`config.mk`:
```
export PLATFORM = sky130hd
export DESIGN_NAME = i2c_slave_status
export DESIGN_NICKNAME = d
export VERILOG_FILES = /design/src/rtl/i2cst_pkg.sv /design/src/rtl/i2cst_cond_det.sv /design/src/rtl/i2cst_dir_trk.sv /design/src/rtl/i2cst_flags.sv /design/src/rtl/i2c_slave_status.sv
export SDC_FILE = /design/constraint.sdc
export NUM_CORES = 1
export LEC_CHECK = 0
export ABC_CLOCK_PERIOD_IN_PS = 1150
export BUFFER_PORTS_ARGS = -buffer_cell sky130_fd_sc_hd__buf_4
export CAP_MARGIN = 20
export CORE_AREA = 2 2 39 41
export DETAILED_ROUTE_END_ITERATION = 8
export DIE_AREA = 0 0 41 43
export SETUP_SLACK_MARGIN = 0.1
export SLEW_MARGIN = 20
export SYNTH_ARGS = -nofsm -noshare
export SYNTH_HDL_FRONTEND = slang
export SYNTH_HIERARCHICAL = 1
export SYNTH_SLANG_ARGS = --single-unit
export TNS_END_PERCENT = 50
```
`constraint.sdc`:
```
create_clock -name clk -period 1.15 [get_ports clk]
set_input_delay 0.23 -clock clk [delete_from_list [all_inputs] [get_ports clk]]
set_output_delay 0.23 -clock clk [all_outputs]
set_load 0.01 [all_outputs]
```
`src/rtl/i2cst_pkg.sv`:
```
package i2cst_pkg;

    typedef struct packed {
        logic scl;
        logic sda;
    } bus_t;

    typedef enum logic [1:0] {
        COND_NONE  = 2'd0,
        COND_START = 2'd1,
        COND_STOP  = 2'd2
    } cond_e;

    typedef struct packed {
        logic start_seen;
        logic stop_seen;
        logic data_not_addr;
        logic rw_dir;
        logic upd_addr;
        logic buf_full;
    } status_t;

    localparam bus_t    BUS_IDLE    = '{scl: 1'b1, sda: 1'b1};
    localparam status_t STATUS_ZERO = '0;

    // SCL must be high in both samples; SDA edge picks the kind.
    function automatic cond_e classify(bus_t prev, bus_t cur);
        cond_e c;
        c = COND_NONE;
        if (prev.scl && cur.scl) begin
            if (prev.sda && !cur.sda)
                c = COND_START;
            else if (!prev.sda && cur.sda)
                c = COND_STOP;
        end
        return c;
    endfunction

    function automatic logic closes_window(cond_e c, logic nack);
        return (c != COND_NONE) || nack;
    endfunction

endpackage

```
`src/rtl/i2cst_cond_det.sv`:
```
module i2cst_cond_det
    import i2cst_pkg::*;
(
    input  logic  clk,
    input  logic  rst,
    input  logic  en,
    input  logic  scl,
    input  logic  sda,
    output cond_e cond
);

    bus_t prev_q;
    bus_t cur;

    assign cur = '{scl: scl, sda: sda};

    always_ff @(posedge clk) begin
        if (rst)
            prev_q <= BUS_IDLE;
        else
            prev_q <= cur;
    end

    always_comb begin
        if (en)
            cond = classify(prev_q, cur);
        else
            cond = COND_NONE;
    end


    cond_scl_high_chk: assert property (@(posedge clk) disable iff (rst)
        (cond != COND_NONE) |-> scl);


    cond_gated_chk: assert property (@(posedge clk) disable iff (rst)
        !en |-> (cond == COND_NONE));

endmodule

```
`src/rtl/i2cst_dir_trk.sv`:
```
module i2cst_dir_trk
    import i2cst_pkg::*;
(
    input  logic  clk,
    input  logic  rst,
    input  logic  en,
    input  cond_e cond,
    input  logic  nack,
    input  logic  addr_match,
    input  logic  match_rw,
    output logic  rw_dir
);

    logic rw_q;

    always_ff @(posedge clk) begin
        if (rst || !en)
            rw_q <= 1'b0;
        else if (closes_window(cond, nack))
            rw_q <= 1'b0;
        else if (addr_match)
            rw_q <= match_rw;
    end

    assign rw_dir = rw_q;


    dir_close_chk: assert property (@(posedge clk) disable iff (rst)
        (en && (cond != COND_NONE || nack)) |=> !rw_dir);


    dir_hold_chk: assert property (@(posedge clk) disable iff (rst)
        (en && !addr_match && !nack && cond == COND_NONE) |=> $stable(rw_dir));

endmodule

```
`src/rtl/i2cst_flags.sv`:
```
module i2cst_flags
    import i2cst_pkg::*;
(
    input  logic  clk,
    input  logic  rst,
    input  logic  en,
    input  cond_e cond,
    input  logic  ten_bit,
    input  logic  byte_done,
    input  logic  byte_is_addr,
    input  logic  addr_wr,
    input  logic  tx_load,
    input  logic  tx_data_done,
    input  logic  buf_read,
    output logic  start_seen,
    output logic  stop_seen,
    output logic  data_not_addr,
    output logic  upd_addr,
    output logic  buf_full
);

    logic s_q, p_q, da_q, ua_q, bf_q;
    logic ua_set, bf_set, bf_clr;

    assign ua_set = ten_bit && byte_done && byte_is_addr;
    assign bf_set = byte_done || tx_load;
    assign bf_clr = buf_read || tx_data_done;

    always_ff @(posedge clk) begin
        if (rst || !en) begin
            s_q  <= 1'b0;
            p_q  <= 1'b0;
            da_q <= 1'b0;
            ua_q <= 1'b0;
            bf_q <= 1'b0;
        end else begin
            case (cond)
                COND_START: begin s_q <= 1'b1; p_q <= 1'b0; end
                COND_STOP:  begin s_q <= 1'b0; p_q <= 1'b1; end
                default:    ;
            endcase
            if (byte_done)
                da_q <= !byte_is_addr;
            if (ua_set)
                ua_q <= 1'b1;
            else if (addr_wr)
                ua_q <= 1'b0;
            if (bf_set)
                bf_q <= 1'b1;
            else if (bf_clr)
                bf_q <= 1'b0;
        end
    end

    assign start_seen    = s_q;
    assign stop_seen     = p_q;
    assign data_not_addr = da_q;
    assign upd_addr      = ua_q;
    assign buf_full      = bf_q;


    start_stop_excl_chk: assert property (@(posedge clk) disable iff (rst)
        !(start_seen && stop_seen));


    start_flag_chk: assert property (@(posedge clk) disable iff (rst)
        (en && cond == COND_START) |=> (start_seen && !stop_seen));


    stop_flag_chk: assert property (@(posedge clk) disable iff (rst)
        (en && cond == COND_STOP) |=> (stop_seen && !start_seen));


    ua_clear_chk: assert property (@(posedge clk) disable iff (rst)
        (addr_wr && !(ten_bit && byte_done && byte_is_addr)) |=> !upd_addr);


    bf_set_chk: assert property (@(posedge clk) disable iff (rst)
        (en && (byte_done || tx_load)) |=> buf_full);

endmodule

```
`src/rtl/i2c_slave_status.sv`:
```
module i2c_slave_status
    import i2cst_pkg::*;
(
    input  logic clk,
    input  logic rst,
    input  logic en,
    input  logic scl,
    input  logic sda,
    input  logic ten_bit,
    input  logic byte_done,
    input  logic byte_is_addr,
    input  logic addr_match,
    input  logic match_rw,
    input  logic nack,
    input  logic addr_wr,
    input  logic tx_load,
    input  logic tx_data_done,
    input  logic buf_read,
    output logic start_seen,
    output logic stop_seen,
    output logic data_not_addr,
    output logic rw_dir,
    output logic upd_addr,
    output logic buf_full
);

    cond_e   cond;
    status_t st;

    i2cst_cond_det u_cond (
        .clk  (clk),
        .rst  (rst),
        .en   (en),
        .scl  (scl),
        .sda  (sda),
        .cond (cond)
    );

    i2cst_dir_trk u_dir (
        .clk        (clk),
        .rst        (rst),
        .en         (en),
        .cond       (cond),
        .nack       (nack),
        .addr_match (addr_match),
        .match_rw   (match_rw),
        .rw_dir     (st.rw_dir)
    );

    i2cst_flags u_flags (
        .clk           (clk),
        .rst           (rst),
        .en            (en),
        .cond          (cond),
        .ten_bit       (ten_bit),
        .byte_done     (byte_done),
        .byte_is_addr  (byte_is_addr),
        .addr_wr       (addr_wr),
        .tx_load       (tx_load),
        .tx_data_done  (tx_data_done),
        .buf_read      (buf_read),
        .start_seen    (st.start_seen),
        .stop_seen     (st.stop_seen),
        .data_not_addr (st.data_not_addr),
        .upd_addr      (st.upd_addr),
        .buf_full      (st.buf_full)
    );

    assign start_seen    = st.start_seen;
    assign stop_seen     = st.stop_seen;
    assign data_not_addr = st.data_not_addr;
    assign rw_dir        = st.rw_dir;
    assign upd_addr      = st.upd_addr;
    assign buf_full      = st.buf_full;


    dis_clear_chk: assert property (@(posedge clk) disable iff (rst)
        !en |=> (st == STATUS_ZERO));

endmodule

```
# Yosys cells after proc, flatten, opt, wreduce, memory -nomap -nowiden
# Index checks and enable logic that the tools add are counted.
totals:
  ff_bits: 8
  input_bits: 15
  output_inout_bits: 6
  word_cells: 38
op_classes:
  eq_ne: 2
  n_mux: 10
  n_reduce_logical: 18
op_table:
  columns: ["cell", "count"]
  rows:
  - ["$mux W2", 4]
  - ["$reduce_bool A2 Y1", 4]
  - ["$logic_and A1 B1 Y1", 5]
  - ["$logic_not A1 Y1", 4]
  - ["$logic_or A1 B1 Y1", 4]
  - ["$mux W1", 4]
  - ["$pmux W1 S2", 2]
  - ["$eq A2 B1 Y1 const B", 1]
  - ["$eq A2 B2 Y1 const B", 1]
  - ["$reduce_or A2 Y1", 1]

# Logic depth before layout (Yosys ltp)
# Gate-level depths: netlist of run 1.
logic_depth:
  ltp_word: 9
  mapped_depth: 6
  mapped_depth_nobuf: 6

# Hierarchy
# Netlist of run 1, hierarchy kept.
by_module_without_submodules:
  columns: ["module", "n_inst", "cells_per_inst", "area_per_inst_um2", "seq_area_each_um2"]
  rows:
  - ["i2cst_flags", 1, 21, 198.9, 100.1]
  - ["i2cst_cond_det", 1, 7, 87.6, 40.0]
  - ["i2cst_dir_trk", 1, 4, 50.0, 20.0]

# Least setup slack after synthesis of run 1
# Ideal clock, no wire load.
synth_timing:
  kind: "reg2reg"
  from: "register u_cond/prev_q[1] (netlist bit)"
  to: "register u_flags.p_q, in the netlist u_flags/stop_seen"
  setup_time_ns: 0.118
  arrival_ns: 1.155
  required_time_ns: 1.032
  path_slack_ns: -0.124
  path_stages_with_launch: 7
  path_buffers: 0
  synth_period_minus_slack_ns: 1.274
  path_cell_list: "dfxtp_1 nand3_2 nor3b_2 inv_1 ha_1 mux2i_1 nor2_1"
synth_between:
  elab_chain_len: 5
  word_cells_on_any_way: 7
  cone_classes: "eq/ne: 2; mux: 3; reduce/logical: 2"
synth_lines:
  columns: ["element", "line", "source"]
  rows:
  - ["from (decl)", "i2cst_cond_det.sv:12", "bus_t prev_q;"]
  - ["from (signal assigned)", "i2cst_cond_det.sv:21", "prev_q <= cur;"]
  - ["$logic_and A1 B1 Y1 *", "i2cst_pkg.sv:30", "if (prev.scl && cur.scl) begin"]
  - ["$mux W2 *", "i2cst_pkg.sv:30", null]
  - ["$mux W2 *", "i2cst_cond_det.sv:25", "if (en)"]
  - ["named net cond[0]", "i2c_slave_status.sv:27", "cond_e cond;"]
  - ["$eq A2 B2 Y1 / $eq A2 B1 Y1 (equally long branches)", "i2cst_flags.sv:37", "case (cond)"]
  - ["$pmux W1 S2 / $reduce_bool A2 Y1 (equally long branches)", null, null]
  - ["to (signal assigned)", "i2cst_flags.sv:32", "p_q <= 1'b0;"]
  - ["to (signal assigned)", "i2cst_flags.sv:38", "COND_START: begin s_q <= 1'b1; p_q <= 1'b0; end"]
  - ["to (signal assigned)", "i2cst_flags.sv:39", "COND_STOP: begin s_q <= 1'b0; p_q <= 1'b1; end"]
  - ["to (decl)", "i2cst_flags.sv:22", "logic s_q, p_q, da_q, ua_q, bf_q;"]
# The timed path passes the listed nets; every way through them passes the cells marked *.
# A chain may end at the register's enable or synchronous reset.

# Worst setup path in the final report of run 1
# Same ends and word-level chain as after synthesis.

==> flow_metrics.py, run 1 <==
metrics = {
    "run_status": {
        "status": "finished with violations",
        "violations": "setup timing",
    },
    "global_route": {
        "grt_pass1_wl_um": 1210,
        "grt_use_total_pct": 11.0,
        "gr-total-overflow": 0,
        "grt_max_degree": 6,
        "grt_pass1_vias": 308,
        "antenna_found_initial": 0,
    },
    "timing": {
        "hold_viol_final": 0,
        "fin_worst_hold_slack_ns": 0.134,
        "fmax_mhz": 772,
        "final.period_utilization_pct": 113,
        "maxSlewViolCount": 0,
        "setup_viol": 3,
        "worstMarginPinSlew_ns": 0.294,
        "fin_crit_ns": 1.29,
        "skew_ns": 0.00316,
        "rsz0062_at_grt": "true",
        "maxSlewHeadroom_pct": 80.3,
        "fin_ws_ns": -0.145,
    },
    "worst_setup_path": {
        "critPathLaunchType": "flip-flop",
        "crit_fanout": 3,
        "worstSetupEndpointType": "flip-flop",
        "worstSetupStartpoint": "u_cond/prev_q[1]",
        "rr_startpoint": "u_cond/prev_q[1]",
        "critical_path_class": "reg -> reg",
        "worstPathArrival_ns": 1.43,
        "crit_required_ns": 1.28,
    },
    "yosys": {
        "yosysWarningCount": 6,
        "yosysTopAreaCell": "dfxtp_1",
        "synthDistinctLibCells": 17,
        "postSynthCellCount": 32,
        "synthMostInstantiatedCell": "dfxtp_1",
        "synth_ff_type": "dfxtp_1",
        "synthTopCellsByCount": "8 x dfxtp_1, 3 x nor2_1",
        "ys_seq_elements": 8,
        "synth_area_leaders": "dfxtp_1 48%, nor3b_2 7.4%, mux2i_1 5.9%",
        "async_flop_share_pct": 0,
        "synth_edf_count": 0,
        "yosys.area.top_type_share_pct": 47.6,
        "synth.net_count": 48,
        "synth_area_per_cell_um2": 10.5,
        "synth-seq-area-share_pct": 47.6,
        "synth_area_um2": 337,
    },
    "placement": {
        "placed_area_um2": 527,
        "port_buffers": 20,
        "placed_cells": 69,
        "place.gp.congestion": 0.570,
        "hpwl_um": 522,
    },
    "finish": {
        "fin_util_pct": 40.6,
        "drive_gt1_share_pct": 56.1,
        "multi_input_area_um2": 189,
        "final-seq-area_um2": 161,
        "instances_no_fill": 73,
        "nNetsFinal": 75,
        "antenna_cells": 0,
        "layout.cell_area.non_filler_um2": 562,
        "area_growth_pct": 66.9,
        "fill_cells": 143,
    },
    "clocking": {
        "cts_tree": "done",
        "clkSlewWorstSetupHoldPaths_ns": 0.05,
        "cts-root-buf": "clkbuf_4",
        "holdBufCountCts": 0,
        "clockBufferDepth": 2,
        "insertion_delay_ns": 0.25,
        "cts_buffers": 3,
        "htree_levels": 1,
        "cts_num_sinks": 8,
    },
    "flow_run": {
        "cap_violations": 0,
    },
    "power_and_ir_drop": {
        "power_density_nw_per_um2": 1050,
        "leakagePower_nw": 0.248,
        "peakVddDrop_uv": 599,
        "finalPower_mw": 0.589,
    },
    "floorplanning": {
        "pin_count": 21,
        "die_w_um": 41,
        "row_count": 14,
        "dieHeight_um": 43,
        "dieArea_um2": 1760,
        "initial_core_util_pct": 24.3,
        "core_um2": 1380,
    },
    "detailed_routing": {
        "drc": 0,
        "num_vias": 324,
        "vias_per_cell": 4.44,
        "drt_wl_total_um": 705,
        "drt_first_iter_violations": 1,
        "wl_per_cell_um": 9.66,
        "drtPass1Iterations": 2,
        "antenna_left": 0,
    },
    "worst_hold_path": {
        "min_path_type": "in -> reg",
        "min_from": "nack",
    },
}
## through the flow
stage / TNS [ns] / setup slack (ns)
finish: -0.379 / -0.145
global route: -0.648 / -0.268
CTS: -0.418 / -0.176
detailed placement: -0.415 / -0.191
global placement: -0.330 / -0.142
floorplan: -0.0868 / -0.0661
## cell type report
class | instances | share of cell area, %
Clock buffer | 3 | 4.01
Inverter | 1 | 0.668
Multi-Input combinational cell | 23 | 33.6
Sequential cell | 8 | 28.7
Tap cell | 16 | 3.56
Timing Repair Buffer | 22 | 29.4
## layer usage
| layer | GRT usage (%) | wire (um) | vias to the layer above | share of wire [%] |
|---|---|---|---|---|
| met1 | 13.3 | 302 | 140 | 43 |
| met2 | 14.7 | 321 | 16 | 46 |
| li1 | - | - | 166 | - |
| met5 | 0 | 0 | - | 0 |
| met3 | 4.71 | 71 | 2 | 10 |
| met4 | 8.00 | 10 | 0 | 1.4 |
## kinds of logic (layout without fill, tap and decap cells)
kind of cell	after synthesis	in the layout	share of synthesized area [%]
buf+inv	1	26	1.11
mux	2	2	5.95
flops	8	8	47.6
compound gates	3	3	5.21
simple gates	17	17	36.4
fa+ha+maj	1	1	3.72
## timing repair
action	in CTS	in global routing
endpoints found under the hold margin	0	0
pin swaps	1	1
buffers inserted	1	0
endpoints found under the setup margin	3	3
gates resized for setup	2	0
## worst max-delay path, stage by stage (launching register included)
cell and delay, ns:
dfxtp_2 0.32, nand3_2 0.08, nor3b_2 0.19, inv_1 0.09
ha_4 0.28, mux2i_1 0.17, nor2_1 0.05
## cells in the final DEF, fill, tap and decap left out, types with 2 or more instances in the layout
cell	Yosys	layout
or2_1	2	2
nor3b_2	2	2
clkbuf_4	0	3
nor2b_1	2	2
a21oi_1	2	2
dfxtp_1	8	7
mux2i_1	2	2
buf_4	0	22
nand2b_1	2	2
nor2_1	3	3
## state kept, by name (all words and copies together) (netlist names)
name and count:
u_cond/prev_q 2, u_flags/buf_full 1, u_flags/start_seen 1, u_flags/upd_addr 1, u_flags/data_not_addr 1, u_dir/rw_dir 1, u_flags/stop_seen 1
## power breakdown
| part | switching [mW] | internal, mW |
|---|---|---|
| combinational | 0.0313 | 0.0586 |
| clock | 0.0888 | 0.119 |
| sequential | 0.00411 | 0.287 |
| total | 0.124 | 0.465 |
## worst paths after layout
| kind | endpoint | slack (ns) | cells past startpoint |
|---|---|---|---|
| hold / removal | u_dir/rw_dir | 0.13 | 2 |
| hold reg to reg | u_flags/upd_addr | 0.48 | 2 |
| setup / recovery | u_flags/stop_seen | -0.14 | 6 |
| setup reg to reg | u_flags/stop_seen | -0.14 | 6 |
No activity file was read; power rests on OpenSTA's default activity.
==> run 2: changes to the inputs <==
--- a/config.mk
+++ b/config.mk
@@ -17,4 +17,3 @@
 export SYNTH_HDL_FRONTEND = slang
 export SYNTH_HIERARCHICAL = 1
 export SYNTH_SLANG_ARGS = --single-unit
-export TNS_END_PERCENT = 50
==> flow_metrics.py, run 2 (synthesized netlist as in run 1, its figures left out) <==
metrics = {
    "run_status": {
        "status": "finished with violations",
        "violations": "setup timing",
    },
    "finish": {
        "area_growth_pct": 63.6,
        "layout_commonest_cell": "buf_4",
        "largest_reg_flops": 2,
        "antenna_cells": 0,
        "final_cell_mix": "21 x buf_4, 7 x dfxtp_1, 3 x clkbuf_4, 3 x nor2_1",
        "top_register": "u_cond/prev_q",
        "layout.cell_area.non_filler_um2": 551,
        "nNetsFinal": 74,
        "drive_gt1_share_pct": 53.6,
    },
    "power_and_ir_drop": {
        "internal_power_mw": 0.462,
        "power_switching_mw": 0.119,
        "combPwrFrac_pct": 14.7,
        "power_density_nw_per_um2": 1050,
        "finalPower_mw": 0.581,
        "leakagePower_nw": 0.241,
        "p_sw_share_pct": 20.5,
        "peakVddDrop_uv": 571,
        "p_seq_share_pct": 50.3,
        "clkPwrFrac_pct": 35.0,
    },
    "worst_setup_path": {
        "crit_path_max_incr_delay_ns": 0.32,
        "worstPathArrival_ns": 1.42,
        "critPathBufInv": 1,
        "cpMaxStageDelayCell": "dfxtp_2",
        "worstSetupEndpointType": "flip-flop",
        "critPathLaunchType": "flip-flop",
        "crit_chain": "nand3_2, nor3b_2, inv_1, ha_4, mux2i_1, nor2_1",
        "crit_required_ns": 1.28,
        "critical_path_class": "reg -> reg",
        "crit_fanout": 3,
        "critPathTopFamily": "flip-flops",
    },
    "detailed_routing": {
        "drt_first_iter_violations": 1,
        "wl_per_cell_um": 8.81,
        "vias_per_cell": 4.29,
        "antenna_left": 0,
        "num_vias": 309,
        "drc": 0,
        "drtPass1Iterations": 2,
        "drt_wl_total_um": 634,
    },
    "clocking": {
        "cts_buffers": 3,
        "postCtsSetupRepairBufs": 0,
        "insertion_delay_ns": 0.24,
        "cts_tree": "done",
        "holdBufCountCts": 0,
        "cts_resized": 0,
        "cts-root-buf": "clkbuf_4",
        "htree_levels": 1,
        "clockBufferDepth": 2,
        "cts_num_sinks": 8,
        "clkSlewWorstSetupHoldPaths_ns": 0.05,
    },
    "floorplanning": {
        "die_w_um": 41,
        "initial_core_util_pct": 24.3,
        "pin_count": 21,
        "dieHeight_um": 43,
        "core_um2": 1380,
        "row_count": 14,
        "dieArea_um2": 1760,
    },
    "worst_hold_path": {
        "min_path_type": "in -> reg",
    },
    "timing": {
        "fin_crit_ns": 1.29,
        "rsz0062_at_grt": "true",
        "maxSlewViolCount": 0,
        "fin_ws_ns": -0.135,
        "skew_ns": 0.00112,
        "worstMarginPinSlew_ns": 0.261,
        "final.period_utilization_pct": 112,
        "setup_viol": 3,
        "maxSlewHeadroom_pct": 82.5,
        "fmax_mhz": 778,
        "hold_viol_final": 0,
    },
    "placement": {
        "port_buffers": 20,
        "placed_area_um2": 528,
        "hpwl_um": 538,
        "place.gp.congestion": 0.584,
        "place_ws_ns": -0.170,
    },
    "flow_run": {
        "cap_violations": 0,
    },
    "global_route": {
        "grt_pass1_vias": 271,
        "gr-total-overflow": 0,
        "grt_max_degree": 6,
        "grt_use_total_pct": 8.25,
        "grt_pass1_wl_um": 938,
        "antenna_found_initial": 0,
    },
}
[run 2: worst paths after layout]
path                  endpoint             start  slack [ns]  depth (start not counted)
max          u_flags/stop_seen  u_cond/prev_q[1]       -0.14                          6
min               u_dir/rw_dir              nack        0.14                          2
max reg2reg  u_flags/stop_seen  u_cond/prev_q[1]       -0.14                          6
min reg2reg   u_flags/upd_addr  u_flags/upd_addr        0.47                          2
[run 2: power by group through the flow]
stage,sequential (mW),clock [mW],combinational (mW)
2_1_floorplan,0.300,0,0.0276
4_1_cts,0.292,0.221,0.0869
3_3_place_gp,0.297,0,0.0857
5_1_grt,0.293,0.231,0.0940
3_5_place_dp,0.298,0,0.0866
6_report,0.292,0.203,0.0854
[run 2: layout make-up]
type / instances / area, um^2
inverters: 1 / 3.75
flip-flops and latches: 8 / 161
clock buffers: 3 / 22.5
multi-input cells: 23 / 185
well taps: 16 / 20.0
fillers: 142 / 833
repair buffers: 21 / 158
[run 2: layer usage]
metal / GRT usage (%) / vias up / routed length [um]
met2: 10.9 / 12 / 314
met5: 0 / - / 0
met4: 6.00 / 0 / 0
li1: - / 161 / -
met3: 4.71 / 0 / 66
met1: 9.39 / 136 / 254
[run 2: through the flow]
step                cells  hold WS [ns]  util (%)  TNS, ns
detailed placement     69         0.397      38.2   -0.347
floorplan              32         0.299         -  -0.0772
global placement       69         0.393      38.2   -0.271
finish                 72         0.141      39.8   -0.251
CTS                    72         0.128      39.8   -0.266
global route           72         0.122      39.8   -0.491
[run 2: worst reg2reg max path, delay by kind of cell, from the launching register on]
family	cells	cell delay [ns]
adder cells (fa/ha/maj)	1	0.28
flip-flops	1	0.32
multiplexers	1	0.17
buffers and inverters	1	0.09
AND/OR/NAND/NOR	3	0.32
